==> src/rtl/ptw_pkg.sv <==
package ptw_pkg;
    localparam int VSID_W   = 24;
    localparam int API_W    = 6;
    localparam int RPN_W    = 20;
    localparam int PG_SHIFT = 12;

    typedef struct packed {
        logic              v;
        logic [VSID_W-1:0] vsid;
        logic              h;
        logic [API_W-1:0]  api;
    } pte_w0_t;

    typedef struct packed {
        logic [RPN_W-1:0] rpn;
        logic [2:0]       rsv_hi;
        logic             ref_b;
        logic             chg_b;
        logic [3:0]       attr;
        logic             rsv_lo;
        logic [1:0]       prot;
    } pte_w1_t;

    typedef enum logic [2:0] {
        ST_IDLE, ST_W0_REQ, ST_W0_WAIT, ST_W1_REQ, ST_W1_WAIT, ST_WB_REQ, ST_DONE
    } walk_state_t;

    function automatic logic [31:0] table_mask(input logic [15:0] fld);
        return {fld, 16'hFFFF};
    endfunction

    function automatic logic [31:0] table_base(input logic [15:0] org);
        return {org, 16'h0000};
    endfunction
endpackage

==> src/rtl/ptw_hash.sv <==
module ptw_hash
    import ptw_pkg::*;
#(
    parameter int GRP_SHIFT = 6
) (
    input  logic [VSID_W-1:0] vsid,
    input  logic [19:0]       vpage,
    input  logic              secondary,
    input  logic [31:0]       tmask,
    input  logic [31:0]       tbase,
    output logic [31:0]       grp_addr
);
    logic [31:0] prim;
    logic [31:0] sel;

    always_comb begin
        prim     = {{(32-VSID_W){1'b0}}, vsid} ^ {12'h000, vpage};
        sel      = secondary ? ~prim : prim;
        // base merged by OR: overlapping bits alias rather than carry
        grp_addr = ((sel << GRP_SHIFT) & tmask) | tbase;
    end
endmodule

==> src/rtl/ptw_match.sv <==
module ptw_match
    import ptw_pkg::*;
(
    input  pte_w0_t           w0,
    input  logic [VSID_W-1:0] vsid,
    input  logic [API_W-1:0]  api,
    input  logic              secondary,
    output logic              hit
);
    always_comb begin
        hit = w0.v && (w0.vsid == vsid) && (w0.api == api) && (w0.h == secondary);
    end
endmodule

==> src/rtl/ptw_update.sv <==
module ptw_update
    import ptw_pkg::*;
(
    input  pte_w1_t              w1,
    input  logic                 is_write,
    input  logic [PG_SHIFT-1:0]  offset,
    output logic                 need_wb,
    output pte_w1_t              w1_new,
    output logic [31:0]          pa
);
    always_comb begin
        w1_new       = w1;
        w1_new.ref_b = 1'b1;
        if (is_write) begin
            w1_new.chg_b = 1'b1;
        end
        need_wb = (w1_new != w1);
        pa      = {w1.rpn, offset};
    end
endmodule

==> src/rtl/pt_walker.sv <==
module pt_walker
    import ptw_pkg::*;
#(
    parameter int GROUP_SLOTS = 8,
    parameter int SEG_COUNT   = 16
) (
    input  logic                        clk,
    input  logic                        rst,
    input  logic                        req_valid,
    input  logic [31:0]                 req_addr,
    input  logic                        req_write,
    input  logic [SEG_COUNT*VSID_W-1:0] seg_vsid,
    input  logic [15:0]                 tbl_origin,
    input  logic [15:0]                 tbl_mask_fld,
    input  logic                        dbat_hit,
    input  logic [31:0]                 dbat_pa,
    output logic                        busy,
    output logic                        done,
    output logic                        fault,
    output logic [31:0]                 pa,
    output logic                        mem_req_valid,
    input  logic                        mem_req_ready,
    output logic                        mem_req_we,
    output logic [31:0]                 mem_req_addr,
    output logic [31:0]                 mem_req_wdata,
    input  logic                        mem_rsp_valid,
    input  logic [31:0]                 mem_rsp_rdata
);
    localparam int ENTRY_BYTES = 8;
    localparam int GRP_SHIFT   = $clog2(GROUP_SLOTS * ENTRY_BYTES);
    localparam int SLOT_W      = $clog2(GROUP_SLOTS);
    localparam int SEG_BITS    = $clog2(SEG_COUNT);
    localparam logic [SLOT_W-1:0] LAST_SLOT = SLOT_W'(GROUP_SLOTS - 1);

    logic [VSID_W-1:0] seg_arr [SEG_COUNT];

    for (genvar g = 0; g < SEG_COUNT; g++) begin : g_seg
        assign seg_arr[g] = seg_vsid[g*VSID_W +: VSID_W];
    end

    walk_state_t       state;
    logic [31:0]       addr_q;
    logic              wr_q;
    logic [VSID_W-1:0] vsid_q;
    logic [31:0]       mask_q;
    logic [31:0]       base_q;
    logic [SLOT_W-1:0] slot_q;
    logic              sec_q;
    pte_w1_t           w1_q;
    logic [31:0]       pa_q;
    logic              fault_q;

    logic [31:0] grp_addr;
    logic [31:0] ent_addr;
    logic        w0_hit;
    logic        upd_wb;
    pte_w1_t     upd_w1;
    logic [31:0] upd_pa;

    ptw_hash #(.GRP_SHIFT(GRP_SHIFT)) u_hash (
        .vsid      (vsid_q),
        .vpage     (addr_q[31:12]),
        .secondary (sec_q),
        .tmask     (mask_q),
        .tbase     (base_q),
        .grp_addr  (grp_addr)
    );

    ptw_match u_match (
        .w0        (pte_w0_t'(mem_rsp_rdata)),
        .vsid      (vsid_q),
        .api       (addr_q[27:22]),
        .secondary (sec_q),
        .hit       (w0_hit)
    );

    ptw_update u_upd (
        .w1        (pte_w1_t'(mem_rsp_rdata)),
        .is_write  (wr_q),
        .offset    (addr_q[PG_SHIFT-1:0]),
        .need_wb   (upd_wb),
        .w1_new    (upd_w1),
        .pa        (upd_pa)
    );

    assign ent_addr = grp_addr + (32'(slot_q) << $clog2(ENTRY_BYTES));

    always_ff @(posedge clk) begin
        if (rst) begin
            state   <= ST_IDLE;
            addr_q  <= '0;
            wr_q    <= 1'b0;
            vsid_q  <= '0;
            mask_q  <= '0;
            base_q  <= '0;
            slot_q  <= '0;
            sec_q   <= 1'b0;
            w1_q    <= '0;
            pa_q    <= '0;
            fault_q <= 1'b0;
        end else begin
            case (state)
                ST_IDLE: begin
                    if (req_valid) begin
                        addr_q  <= req_addr;
                        wr_q    <= req_write;
                        vsid_q  <= seg_arr[req_addr[31 -: SEG_BITS]];
                        mask_q  <= table_mask(tbl_mask_fld);
                        base_q  <= table_base(tbl_origin);
                        slot_q  <= '0;
                        sec_q   <= 1'b0;
                        fault_q <= 1'b0;
                        if (dbat_hit) begin
                            pa_q  <= dbat_pa;
                            state <= ST_DONE;
                        end else begin
                            state <= ST_W0_REQ;
                        end
                    end
                end
                ST_W0_REQ: if (mem_req_ready) state <= ST_W0_WAIT;
                ST_W0_WAIT: begin
                    if (mem_rsp_valid) begin
                        if (w0_hit) begin
                            state <= ST_W1_REQ;
                        end else if (slot_q == LAST_SLOT) begin
                            if (sec_q) begin
                                fault_q <= 1'b1;
                                pa_q    <= '0;
                                state   <= ST_DONE;
                            end else begin
                                sec_q  <= 1'b1;
                                slot_q <= '0;
                                state  <= ST_W0_REQ;
                            end
                        end else begin
                            slot_q <= slot_q + 1'b1;
                            state  <= ST_W0_REQ;
                        end
                    end
                end
                ST_W1_REQ: if (mem_req_ready) state <= ST_W1_WAIT;
                ST_W1_WAIT: begin
                    if (mem_rsp_valid) begin
                        pa_q  <= upd_pa;
                        w1_q  <= upd_w1;
                        state <= upd_wb ? ST_WB_REQ : ST_DONE;
                    end
                end
                ST_WB_REQ: if (mem_req_ready) state <= ST_DONE;
                ST_DONE:   state <= ST_IDLE;
                default:   state <= ST_IDLE;
            endcase
        end
    end

    always_comb begin
        busy          = (state != ST_IDLE);
        done          = (state == ST_DONE);
        fault         = fault_q;
        pa            = pa_q;
        mem_req_valid = (state == ST_W0_REQ) || (state == ST_W1_REQ) || (state == ST_WB_REQ);
        mem_req_we    = (state == ST_WB_REQ);
        mem_req_addr  = ent_addr + ((state == ST_W0_REQ) ? 32'd0 : 32'd4);
        mem_req_wdata = w1_q;
    end
endmodule

==> config.mk <==
export PLATFORM = sky130hd
export DESIGN_NAME = pt_walker
export DESIGN_NICKNAME = d
export VERILOG_FILES = /design/src/rtl/ptw_pkg.sv /design/src/rtl/ptw_hash.sv /design/src/rtl/ptw_match.sv /design/src/rtl/ptw_update.sv /design/src/rtl/pt_walker.sv
export SDC_FILE = /design/constraint.sdc
export NUM_CORES = 1
export LEC_CHECK = 0
export ABC_CLOCK_PERIOD_IN_PS = 3100
export CORE_AREA = 5 5 235 237
export CTS_BUF_LIST = sky130_fd_sc_hd__clkbuf_8
export DETAILED_ROUTE_END_ITERATION = 8
export DIE_AREA = 0 0 240 242
export HOLD_SLACK_MARGIN = 0.08
export SLEW_MARGIN = 0
export SYNTH_ARGS = -nofsm -noshare
export SYNTH_HDL_FRONTEND = slang
export SYNTH_SLANG_ARGS = --single-unit
export TNS_END_PERCENT = 5
==> constraint.sdc <==
create_clock -name clk -period 3.1 [get_ports clk]
set_clock_uncertainty 0.1 [all_clocks]
set_input_delay 0.62 -clock clk [delete_from_list [all_inputs] [get_ports clk]]
set_output_delay 0.62 -clock clk [all_outputs]
set_load 0.02 [all_outputs]
# After elaboration in Yosys (flattened, before gate mapping)
# Index checks and enable logic that the tools add are counted.
[classes] add_sub_neg=3 n_lt_le_gt_ge=1 n_eq_ne=22 mux=42 n_bitwise=5 n_reduce_logical=16
[op_table] operator="$mux 32" n=7
[op_table] operator="$bmux 24 s4" n=1
[op_table] operator="$pmux 32 s3" n=1
[op_table] operator="$mux 24" n=2
[op_table] operator="$mux 3" n=16
[op_table] operator="$add 32x3->32" n=1
[op_table] operator="$add 32x6->32" n=1
[op_table] operator="$and 32x32->32" n=1
[op_table] operator="$or 32x32->32" n=1
[op_table] operator="$mux 26" n=1
[op_table] operator="$not 26->26" n=1
[op_table] operator="$eq 24x24->1" n=1
[op_table] operator="$xor 24x20->24" n=1
[op_table] operator="$ne 2x2->1 const B" n=10
[op_table] operator="$pmux 3 s6" n=1
[op_table] operator="$eq 3x3->1 const B" n=4
[op_table] operator="$reduce_and 6->1" n=2
[op_table] operator="$reduce_and 5->1" n=2
[op_table] operator="$mux 1" n=9
[op_table] operator="$reduce_and 8->1" n=1
[op_table] operator="$eq 3x2->1 const B" n=2
[op_table] operator="$eq 6x6->1" n=1
[op_table] operator="$pmux 3 s2" n=1
[op_table] operator="$reduce_bool 3->1" n=2
[op_table] operator="other kinds (14)" n=19
[word_totals] register_bits=177 input_bits=519 output_inout_bits=101 word_cells=106

# Depth between registers and ports, before layout
# Gate-level depths: netlist of run 1.
[depth] word_depth=7 depth_mapped=9 ltp_nobuf=6

# Hierarchy
# Synthesis of run 1 repeated with hierarchy kept, for this count alone.
[hier_totals] cells_unflattened=1167 area_unflattened_um2=11441.0
[modules_own_cells] mod="pt_walker" n_inst=1 cells_per_inst=999 area_per_inst_um2=9808.2 seq_area_each_um2=3243.1
[modules_own_cells] mod="ptw_hash" n_inst=1 cells_per_inst=59 area_per_inst_um2=784.5 seq_area_each_um2=0.0
[modules_own_cells] mod="ptw_update" n_inst=1 cells_per_inst=67 area_per_inst_um2=491.7 seq_area_each_um2=0.0
[modules_own_cells] mod="ptw_match" n_inst=1 cells_per_inst=42 area_per_inst_um2=356.6 seq_area_each_um2=0.0

# Least setup slack after synthesis of run 1
# No wires, ideal clock.
[synth_path] path_type="in2reg" from="in req_addr[28]" to="reg vsid_q[5]" setup_ps=141 t_arrival_ps=2507 required_ps=2859 slack_ps=352 stages=7 n_path_buf=3 cell_sequence="clkbuf_1 > buf_2 > buf_2 > mux4_2 > mux4_2 > nand2_1 > a21oi_1"
[synth_via] elab_chain_len=4
[synth_rtl] element="from (decl)" line="pt_walker.sv:10" text="input logic [31:0] req_addr,"
[synth_rtl] element="$not 4->5 (not written as such)" line="pt_walker.sv:107" text="vsid_q <= seg_arr[req_addr[31 -: SEG_BITS]];"
[synth_rtl] element="$bmux 24 s4" line="pt_walker.sv:107"
[synth_rtl] element="$mux 24 (not written as such) (2 in series)" line="pt_walker.sv:107"
[synth_rtl] element="to (signal assigned)" line="pt_walker.sv:107"
[synth_rtl] element="to (decl)" line="pt_walker.sv:44" text="logic [VSID_W-1:0] vsid_q;"
# No other way between the ends. The select of a mux whose other input is x is not followed.
# A chain may end at the register's enable or synchronous reset.

# Worst setup path after layout of run 1
[layout_path] from="reg vsid_q[16]" to="out mem_req_addr[22]"
[layout_via] elab_chain_len=7
[layout_rtl] element="$xor 24x20->24 *" line="ptw_hash.sv:17" text="prim = {{(32-VSID_W){1'b0}}, vsid} ^ {12'h000, vpage};"
[layout_rtl] element="$not 26->26" line="ptw_hash.sv:18" text="sel = secondary ? ~prim : prim;"
[layout_rtl] element="$mux 26 *" line="ptw_hash.sv:18"
[layout_rtl] element="$and 32x32->32 *" line="ptw_hash.sv:20" text="grp_addr = ((sel << GRP_SHIFT) & tmask) | tbase;"
[layout_rtl] element="$or 32x32->32 *" line="ptw_hash.sv:20"
[layout_rtl] element="$add 32x6->32 *" line="pt_walker.sv:86" text="assign ent_addr = grp_addr + (32'(slot_q) << $clog2(ENTRY_BYTES));"
[layout_rtl] element="$add 32x3->32 *" line="pt_walker.sv:164" text="mem_req_addr = ent_addr + ((state == ST_W0_REQ) ? 32'd0 : 32'd4);"
[layout_rtl] element="to (decl)" line="pt_walker.sv:24" text="output logic [31:0] mem_req_addr,"
# Mark *: on every way between the ends. The rest lies on a longest branch, timed or not.

==> results.md, run 1 <==
- Asr flop ratio synth: 0
- Post-synthesis sequential area ratio: 0.324
- Fin nets: 2,151
- GR Util met3: 0.0496
- I/O pin cnt: 620
- Yosys top cell by area: dfxtp_1
- Hold depth: 2
- Synthesis Warnings: 0
- Pleak: 6.21 nW
- Max-cap viol count: 0
- Worst slew pin tran: 0.656 ns
- Largest net degree at the start of global routing: 76
- Max-slew headroom: 0.563
- Die area: 58,100 sq um
- Final worst setup slack: 0.126 ns
- Ys flop type: dfxtp_1
- DR pass1 iterations: 5
- First-pass GRT wire length: 83,600 um
- GP Congestion: 0.941
- VDD IR max: 359 uV
- Setup TNS Final: 0 ns
- Final Total Pwr: 10.9 mW
- Mapped Area: 10,000 sq um
- Die height: 242 um
- Post-route DRC: 0
- EDFF count, synth: 0
- Synth cell count leaders: nand2_1, a21oi_1, dfxtp_1
- Crit path max-delay cell type: clkdlybuf4s50_1
- DR vias: 10.9k
- FF-to-FF path depth: 9
- H-tree levels: 4
- CTS tree: done
- Min Tclk post-route: 2.97 ns
- Total track usage: 0.198
- Post-DP HPWL: 51,100 um
- Synth unique cells: 43
- Final setup fails: 0
- CTS Buf Count: 17
- Vias per inst: 4.63
- Layout cells sized above 1: 0.161
- Sink Count: 162
- Clock root buffer: clkbuf_8
- CP arrival: 2.25 ns
- Crit-path max FO: 3
- Final wirelength: 60,100 um
- Hold WC Path Type: reg2reg
- Pre-CTS WS: -0.324 ns
- Cell Pwr Density: 610 nW/um^2
- CP cell instances: xnor2_1 -> xnor2_1 -> a21o_1 -> clkdlybuf4s50_1
- Main area contributors after synthesis: dfxtp_1, mux4_2, nand2_1, a21oi_1, xnor2_1
- Vias in the first global route: 11.5k
- Crit Path Class: reg2out
- Setup crit end kind: output port
- GR Util met2: 0.350
- Core Rows: 85
- Most numerous cell in the Yosys netlist: nand2_1
- GRT overflow: 0
- M1 GR Usage: 0.241
- Die width: 240 um
- Final hold violations: 0
- Fmax: 336 MHz
- Iteration-0 DRC Markers: 722
- GR peak layer: met2
- Initial Utilization: 0.188
- Worst setup SP type: register
- Synth Register Bits: 162
- Wire per inst: 25.6 um
- Number of fill cells: 5,394
- CP max stage delay: 0.66 ns
- RSZ-0062 raised after global routing: no
- Skew-Pair Late Insertion Delay: 0.49 ns
- Final clock period utilization by the worst path: 0.959
- Post-CTS setup buffers: 0
- Core area: 53,100 sq um
- Most used cell, CP: xnor2_1
- Final hold slack: 0.361 ns
- Post-DRT Antenna Nets: 0
- Port Buffer Count: 617
- Avg Inst Size Synth: 9.76 sq um
- Area grow syn2layout: 78.3%
- Clock Path Buffers: 2
- Mapped Cells: 1,025
- Synth top area share: 0.324
- Run status: finished clean
- Worst-path clk slew: 0.09 ns
- Initial antenna violation count: 23
- Critical Path RT: 2.38 ns
- Slew Limit Fails: 0
[cells by family after synthesis]
logic type,Yosys count,share of synthesized area
other,1,0.000375
and+or+nand+nor,300,0.122
xor gates and xnor gates,75,0.0657
AOI/OAI and AO/OA,262,0.171
DFF,162,0.324
buffers and inverters,101,0.0423
adders and majority gates,2,0.00250
muxes,122,0.272
[where the power goes]
part | internal, mW | total [mW] | leakage (nW) | switching [mW]
clock network | 1.10 | 2.00 | 0.247 | 0.903
registers | 2.64 | 3.17 | 1.33 | 0.535
logic | 2.74 | 5.71 | 4.64 | 2.97
[sequential cells by signal (all words and copies together) (netlist names)]
signal	count
base_q	16
wr_q	1
vsid_q	24
pa	32
addr_q	32
fault	1
mask_q	17
sec_q	1
slot_q	3
state	3
mem_req_wdata	32
[cell usage in the layout, fill, tap and decap left out, types with 4 or more instances in the layout]
cell type / n
dfxtp_1: 160
o21ai_0: 5
nand4_1: 10
and2_1: 12
clkbuf_8: 19
inv_1: 4
clkdlybuf4s50_1: 612
buf_4: 55
a21oi_1: 163
a22oi_1: 32
nor2_1: 12
xor2_1: 4
mux4_2: 120
a21o_1: 16
diode_2: 9
bufinv_16: 6
nand2_1: 247
xnor2_1: 70
buf_12: 11
a211oi_2: 30
[final timing paths]
| kind | start | end | slack (ns) |
|---|---|---|---|
| max | vsid_q[16]$_SDFFE_PP0P_ | mem_req_addr[22] | 0.13 |
| max reg2reg | vsid_q[2]$_SDFFE_PP0P_ | pa[31]$_SDFFE_PP0P_ | 0.38 |
| min reg2reg | mem_req_wdata[2]$_SDFFE_PP0P_ | mem_req_wdata[2]$_SDFFE_PP0P_ | 0.36 |
| min | mem_req_wdata[2]$_SDFFE_PP0P_ | mem_req_wdata[2]$_SDFFE_PP0P_ | 0.36 |
[final cells by class]
type | count | area [sq um] | area share
multi-input combinational | 763 | 6390 | 0.358
tap | 696 | 871 | 0.0488
timing repair buffer | 682 | 6790 | 0.381
clock inverter | 13 | 244 | 0.0137
inverter | 4 | 15.0 | 0.000842
antenna | 9 | 22.5 | 0.00126
sequential | 162 | 3250 | 0.182
clock buffer | 19 | 262 | 0.0147
[what timing repair did]
item / 4_1_cts / 5_1_grt
setup endpoints to repair: 1 / 2
hold buffers: 0 / 0
resized for setup: 1 / 1
[metrics by stage]
stage          cells  cell area (sq um)   util
2_1_floorplan   1026              10000      -
3_3_place_gp    2307              17300  0.326
3_5_place_dp    2307              17300  0.326
6_report        2348              17800  0.336
5_1_grt         2346              17800  0.336
4_1_cts         2339              17800  0.336
[per-layer routing]
layer / part of all wire / vias up
met5: 0.0019 / -
met4: 0.022 / 14
met3: 0.065 / 75
met2: 0.51 / 463
met1: 0.40 / 5344
li1: - / 4965
[critical path, delay by kind of cell (launching register included)]
family,cells,cell delay (ns)
compound gates,1,0.15
xor+xnor,2,0.43
buf+inv,1,0.66
flops,1,0.53
Note: power is estimated with default switching activity, not from simulation.
==> inputs of run 2 (changes only) <==
--- a/config.mk
+++ b/config.mk
@@ -8,6 +8,7 @@
 export ABC_CLOCK_PERIOD_IN_PS = 3100
 export CORE_AREA = 5 5 235 237
 export CTS_BUF_LIST = sky130_fd_sc_hd__clkbuf_8
+export CTS_CLUSTER_SIZE = 25
 export DETAILED_ROUTE_END_ITERATION = 8
 export DIE_AREA = 0 0 240 242
 export HOLD_SLACK_MARGIN = 0.08
==> results of run 2 <==
Same layout as run 1: the final DEF is identical, and so are final timing and power.
